[config.mk]
export PLATFORM = sky130hd
export DESIGN_NAME = spare_steer_ram
export DESIGN_NICKNAME = d
export VERILOG_FILES = /design/src/rtl/spare_steer_ram.sv
export SDC_FILE = /design/constraint.sdc
export NUM_CORES = 2
export LEC_CHECK = 0
export BUFFER_PORTS_ARGS = -buffer_cell sky130_fd_sc_hd__buf_2
export CAP_MARGIN = 20
export CORE_UTILIZATION = 42
export DETAILED_ROUTE_END_ITERATION = 8
export PLACE_DENSITY = 0.55
export RECOVER_POWER = 25
export SYNTH_ARGS = -nofsm -noshare
export SYNTH_HDL_FRONTEND = slang
export SYNTH_SLANG_ARGS = --single-unit
[constraint.sdc]
create_clock -name clk -period 3.8 [get_ports clk]
set_input_delay 0.57 -clock clk [delete_from_list [all_inputs] [get_ports clk]]
set_output_delay 0.57 -clock clk [all_outputs]
set_load 0.03 [all_outputs]
[src/rtl/spare_steer_ram.sv]
module spare_steer_ram #(
  parameter int BLK_W = 16,
  parameter int ROWS  = 32
) (
  input  logic                          clk,
  input  logic                          rst_n,
  input  logic                          cfg_load,
  input  logic                          cfg_en,
  input  logic [1:0]                    cfg_idx,
  input  logic [$clog2(ROWS)-1:0]       addr,
  input  logic                          wide_en,
  input  logic                          wide_we,
  input  logic [4*BLK_W-1:0]            wide_wdata,
  output logic [4*BLK_W-1:0]            wide_rdata,
  input  logic                          nib_en,
  input  logic                          nib_we,
  input  logic [1:0]                    nib_blk,
  input  logic [$clog2(BLK_W/4)-1:0]    nib_pos,
  input  logic [3:0]                    nib_wdata,
  output logic [3:0]                    nib_rdata
);
  localparam int NIBS = BLK_W / 4;

  logic       rep_on;
  logic [1:0] rep_blk;

  always_ff @(posedge clk or negedge rst_n)
    if (!rst_n) begin
      rep_on  <= 1'b0;
      rep_blk <= 2'd0;
    end else if (cfg_load) begin
      rep_on  <= cfg_en;
      rep_blk <= cfg_idx;
    end

  wire wide_wr = wide_en && wide_we;
  wire wide_rd = wide_en && !wide_we;
  wire nib_go  = nib_en && !wide_en;
  wire nib_wr  = nib_go && nib_we;
  wire nib_rd  = nib_go && !nib_we;

  logic [BLK_W-1:0] lbus [4];
  logic [3:0]       lwe;
  logic [BLK_W-1:0] prow [4];
  logic [BLK_W-1:0] lane [4];
  logic [3:0]       pnib [4];
  logic [BLK_W-1:0] srow;
  logic [3:0]       snib;

  for (genvar b = 0; b < 4; b++) begin : g_blk
    logic [BLK_W-1:0] mem [ROWS];
    wire moved = rep_on && (rep_blk == 2'(b));
    wire pwe   = lwe[b] && !moved;

    assign lbus[b] = wide_en ? wide_wdata[b*BLK_W +: BLK_W] : {NIBS{nib_wdata}};
    assign lwe[b]  = wide_wr || (nib_wr && (nib_blk == 2'(b)));

    always_ff @(posedge clk)
      if (pwe) begin
        if (wide_en) mem[addr] <= lbus[b];
        else         mem[addr][{nib_pos, 2'b00} +: 4] <= nib_wdata;
      end

    assign prow[b] = mem[addr];
    assign pnib[b] = prow[b][{nib_pos, 2'b00} +: 4];
    assign lane[b] = moved ? srow : prow[b];
  end

  logic [BLK_W-1:0] spare [ROWS];
  wire [BLK_W-1:0] sbus = lbus[rep_blk];
  wire             swe  = rep_on && lwe[rep_blk];

  always_ff @(posedge clk)
    if (swe) begin
      if (wide_en) spare[addr] <= sbus;
      else         spare[addr][{nib_pos, 2'b00} +: 4] <= nib_wdata;
    end

  assign srow = spare[addr];
  assign snib = srow[{nib_pos, 2'b00} +: 4];

  wire [2:0] nsel = (rep_on && (rep_blk == nib_blk)) ? 3'd4 : {1'b0, nib_blk};
  logic [3:0] nib_mux;
  always_comb
    case (nsel)
      3'd0:    nib_mux = pnib[0];
      3'd1:    nib_mux = pnib[1];
      3'd2:    nib_mux = pnib[2];
      3'd3:    nib_mux = pnib[3];
      default: nib_mux = snib;
    endcase

  always_ff @(posedge clk or negedge rst_n)
    if (!rst_n) begin
      wide_rdata <= '0;
      nib_rdata  <= '0;
    end else begin
      if (wide_rd) wide_rdata <= {lane[3], lane[2], lane[1], lane[0]};
      if (nib_rd)  nib_rdata  <= nib_mux;
    end

  assert_reset_off_R1: assert property (@(posedge clk)
    !rst_n |=> (!rep_on && wide_rdata == '0 && nib_rdata == '0));

  assert_cfg_hold_R2: assert property (@(posedge clk) disable iff (!rst_n)
    !cfg_load |=> $stable({rep_on, rep_blk}));

  assert_wide_hold_R9: assert property (@(posedge clk) disable iff (!rst_n)
    !(wide_en && !wide_we) |=> $stable(wide_rdata));

  assert_wide_wins_R8: assert property (@(posedge clk) disable iff (!rst_n)
    (wide_en || !nib_en || nib_we) |=> $stable(nib_rdata));

  assert_one_writer_R4: assert property (@(posedge clk) disable iff (!rst_n)
    (rep_on && wide_wr) |-> swe);
endmodule

==> impl_results.md <==
* Core area at ~250000 sq um
* Via count at around 63000
* Asr flop ratio synth at 0.02699
* Pwr Density at roughly 520 nW/um^2
* IO buf count at ~150
* Initial antenna violation count at 35
* CP required at roughly 4.3 ns
* Site row count at 183
* Failing checks: capacitance limit, slew limit
* Root Buffer: clkbuf_16
* Sequential-to-total area share from yosys stat at 0.7425
* Top Usage Layer GRT: met2
* Critical Path Start Type: input port
* Htree depth at 5
* Hold Crit Class: input port to flip-flop
* Seq pwr share at 0.501
* Vias in the first global route at roughly 62000
* RePlAce Congestion at approximately 1
* M2 GR Usage at 0.4396
* Power Internal at 49730 uW
* Routed WL at 363.4 mm
* Initial Utilization at 0.4244
* Period utilisation layout at 0.9415
* P&R area growth vs syn at 17.19%
* Ports at about 160
* Die Area at roughly 250000 sq um
* Sw power at between 15000 and 20000 uW
* Setup TNS at 0 ns
* Maximum clock frequency at 279.5 MHz
* RSZ-0062 raised after global routing: false
* Flop2flop setup slack at around 0.30 ns
* Final Instance Area at 124100 sq um
* CTS Sinks at between 2000 and 3000
* Part of the power in combinational logic at 0.085
* Count leader, synth: edfxtp_1
* Post-Syn Area at about 110000 sq um
* Slowest cell on crit path: clkbuf_2
* RR Startpoint: rep_blk[1]
* Post-CTS Resized at 0
* Final setup fails at 0
* DRT antenna net count at 0
* Critical Path Most Common Cell: clkbuf_1
* Post-synth EDFFs at around 2600
* Mapped Cells at approximately 6300
* DP HPWL at 244.9 mm
* Later-pin clock latency in the skew report at between 0.9 and 1 ns
* TritonCTS Buffers at a little under 300
* CTS tree: done
* Area leader, netlist: edfxtp_1
* Count of pins over their slew limit at 50
* Layout cells sized above 1 at 0.1882
* Synth warnings at 0
* Via density at ~6
* Primary FF master, synth: edfxtp_1
* Fin Clk Skew at approximately 0.096 ns
* Chip Width at approximately 500 um
* Aggregate global routing overflow at 0
* DRC viols at 0
* Synthesis-stage register bit count at ~2600
* Leakage power at ~0.043 uW
* Top post-synthesis cells by count: edfxtp_1, mux2i_1, nor2_1
* CP Class: input port to flip-flop
* Syn_area_per_cell at about 17 sq um
* Max-slew headroom at -0.9846
* Final Hold Vio Count at 0
* Gr usage total at 0.2819
* Top cell type's share of synthesized area at 0.7257
* Final WS setup at approximately 0.22 ns
* Largest net degree at the start of global routing at 74
* Worst Setup End Kind: flip-flop
* Worst hold start: nib_we
* Clk network pwr share at 0.414
* First-pass GRT wire length at approximately 500 mm
* CP Cell Sequence: buf_2, clkbuf_1, clkbuf_1, nand2_1, nor2_2, buf_12, nand2_2, clkbuf_2, nor2_1
* Fin nets at 7053
* Place WS at -0.1415 ns
* Drt pass-1 iters at 6
* Worst-Margin Slew at 2.977 ns
* Clock Path Buffers at 4
* Detailed Route Iter0 Violations at about 8300
* Total Power at 65070 uW
* Synth cell types at between 50 and 60
* Kind of cell adding the most delay to the critical path: buffers and inverters
* Crit-path max cell delay at about 0.7 ns
* Status: finished, violations left
* Post-Syn Nets at about 6400
* Post-DP Area at between 100000 and 150000 sq um
* Fin cells at approximately 11000
* Synth top area cells: edfxtp_1, mux2i_1, mux4_2
* Placed Cells at approximately 10000
* Clk slew on worst S/H paths at around 0.060 ns
* DR WL/cell at 34.58 um
* Arrival @ worst endpoint at 4.10 ns
* Maximum vdd drop at between 0.4 and 0.5 mV
* MaxCap Viol Count at 1
* Sw Ratio at 0.2357
* Crit Path Max Fanout at 25
* Met3 Resource Use GR at 0.05131
* Fin crit period at 3.578 ns
* Met1 Track Usage GR at 0.3783
* CP startpoint: addr[3]
* Die height at 504.2 um
* WP buf/inv at 5
## flip-flops by register name, summed over array words and instances, names as in the netlist
register	cells
nib_rdata	4
g_blk.mem	2048
rep_blk	2
wide_rdata	64
spare	512
rep_on	1
## metrics by stage
| step | hold WS [ns] | util |
|---|---|---|
| 5_1_grt | 0.08225 | 0.4973 |
| 3_3_place_gp | 0.4567 | 0.4625 |
| 6_report | 0.1180 | 0.4974 |
| 2_1_floorplan | 0.2744 | - |
| 3_5_place_dp | 0.4719 | 0.4629 |
| 4_1_cts | 0.05014 | 0.4988 |
## worst register-to-register path, cell delays in order, from the launching register on
cell and delay, ns:
dfrtp_2 0.41, xor2_1 0.16, nor2_1 0.46, nand2_1 0.09, a21boi_0 0.75, buf_4 0.31
o21ai_2 0.12, buf_4 0.29, nor2_1 0.47
## layer usage
layer | up-vias | part of all wire
li1 | 26330 | -
met1 | 32770 | 0.39
met2 | 3467 | 0.46
met3 | 782 | 0.088
met4 | 8 | 0.058
met5 | - | 0.00012
## placed cells by master, fill, tap and decap left out, types with 8 or more instances in the layout
master / netlist / routed
clkbuf_4: 0 / 12
clkinv_2: 0 / 56
nor3_1: 9 / 8
nand2_2: 0 / 22
nor4_1: 93 / 93
nor2_1: 723 / 722
a22o_1: 52 / 52
and3_1: 13 / 13
bufinv_16: 0 / 19
clkbuf_1: 231 / 181
clkbuf_16: 0 / 299
buf_12: 0 / 127
nand3_1: 12 / 12
clkinv_1: 0 / 45
a22oi_1: 189 / 189
buf_4: 110 / 426
mux2i_1: 1017 / 1017
nand2_1: 225 / 196
o22ai_1: 375 / 375
edfxtp_1: 2560 / 2560
mux4_2: 160 / 160
diode_2: 0 / 14
nor2b_1: 13 / 11
buf_2: 91 / 82
a21oi_1: 58 / 58
dfrtp_1: 71 / 70
nand4_1: 34 / 34
clkbuf_2: 0 / 17
o21ai_2: 0 / 51
a221oi_1: 14 / 14
o21ai_0: 126 / 95
## final timing paths
path                                             end  depth (start not counted)
worst max register to register          spare[10][9]                          8
worst min register to register        wide_rdata[10]                          2
worst max-delay path            g_blk[1].mem[24][10]                          9
worst min-delay path                    nib_rdata[3]                          3
min in group asynchronous             wide_rdata[55]                          2
max in group asynchronous                 rep_blk[1]                          2
## timing repair
item                      CTS  global route
buffers inserted            0             0
hold endpoints to repair   51             0
hold buffers                7             0
## cell type report
cell class | instances | area, sq um
flip-flops and latches | 2631 | 78650
well taps | 3330 | 4167
inverters | 3 | 11.26
clock buffers | 365 | 7770
diodes | 14 | 35.03
repair buffers | 800 | 7078
clock inverters | 132 | 1140
multi-input cells | 3236 | 25280
fillers | 20900 | 125400
## power by group through the flow
| stage | clock network [uW] | registers, uW | logic (uW) |
|---|---|---|---|
| final | 26900 | 32600 | 5540 |
| after global routing | 28300 | 32600 | 5670 |
| after CTS | 27200 | 32600 | 5520 |
| after detailed placement | 0 | 33200 | 5500 |
| after global placement | 0 | 33200 | 5420 |
| after floorplan | 0 | 33400 | 2300 |
## cells by family after synthesis
family	after synthesis	share of synthesized area
muxes	1180	0.1304
AOI/OAI and AO/OA	848	0.05165
buffers and inverters	473	0.02372
DFF	2631	0.7425
and+or+nand+nor	1202	0.05103
adders and majority gates	4	0.0004725
xor gates and xnor gates	2	0.0001654
No activity file was read; power rests on OpenSTA's default activity.
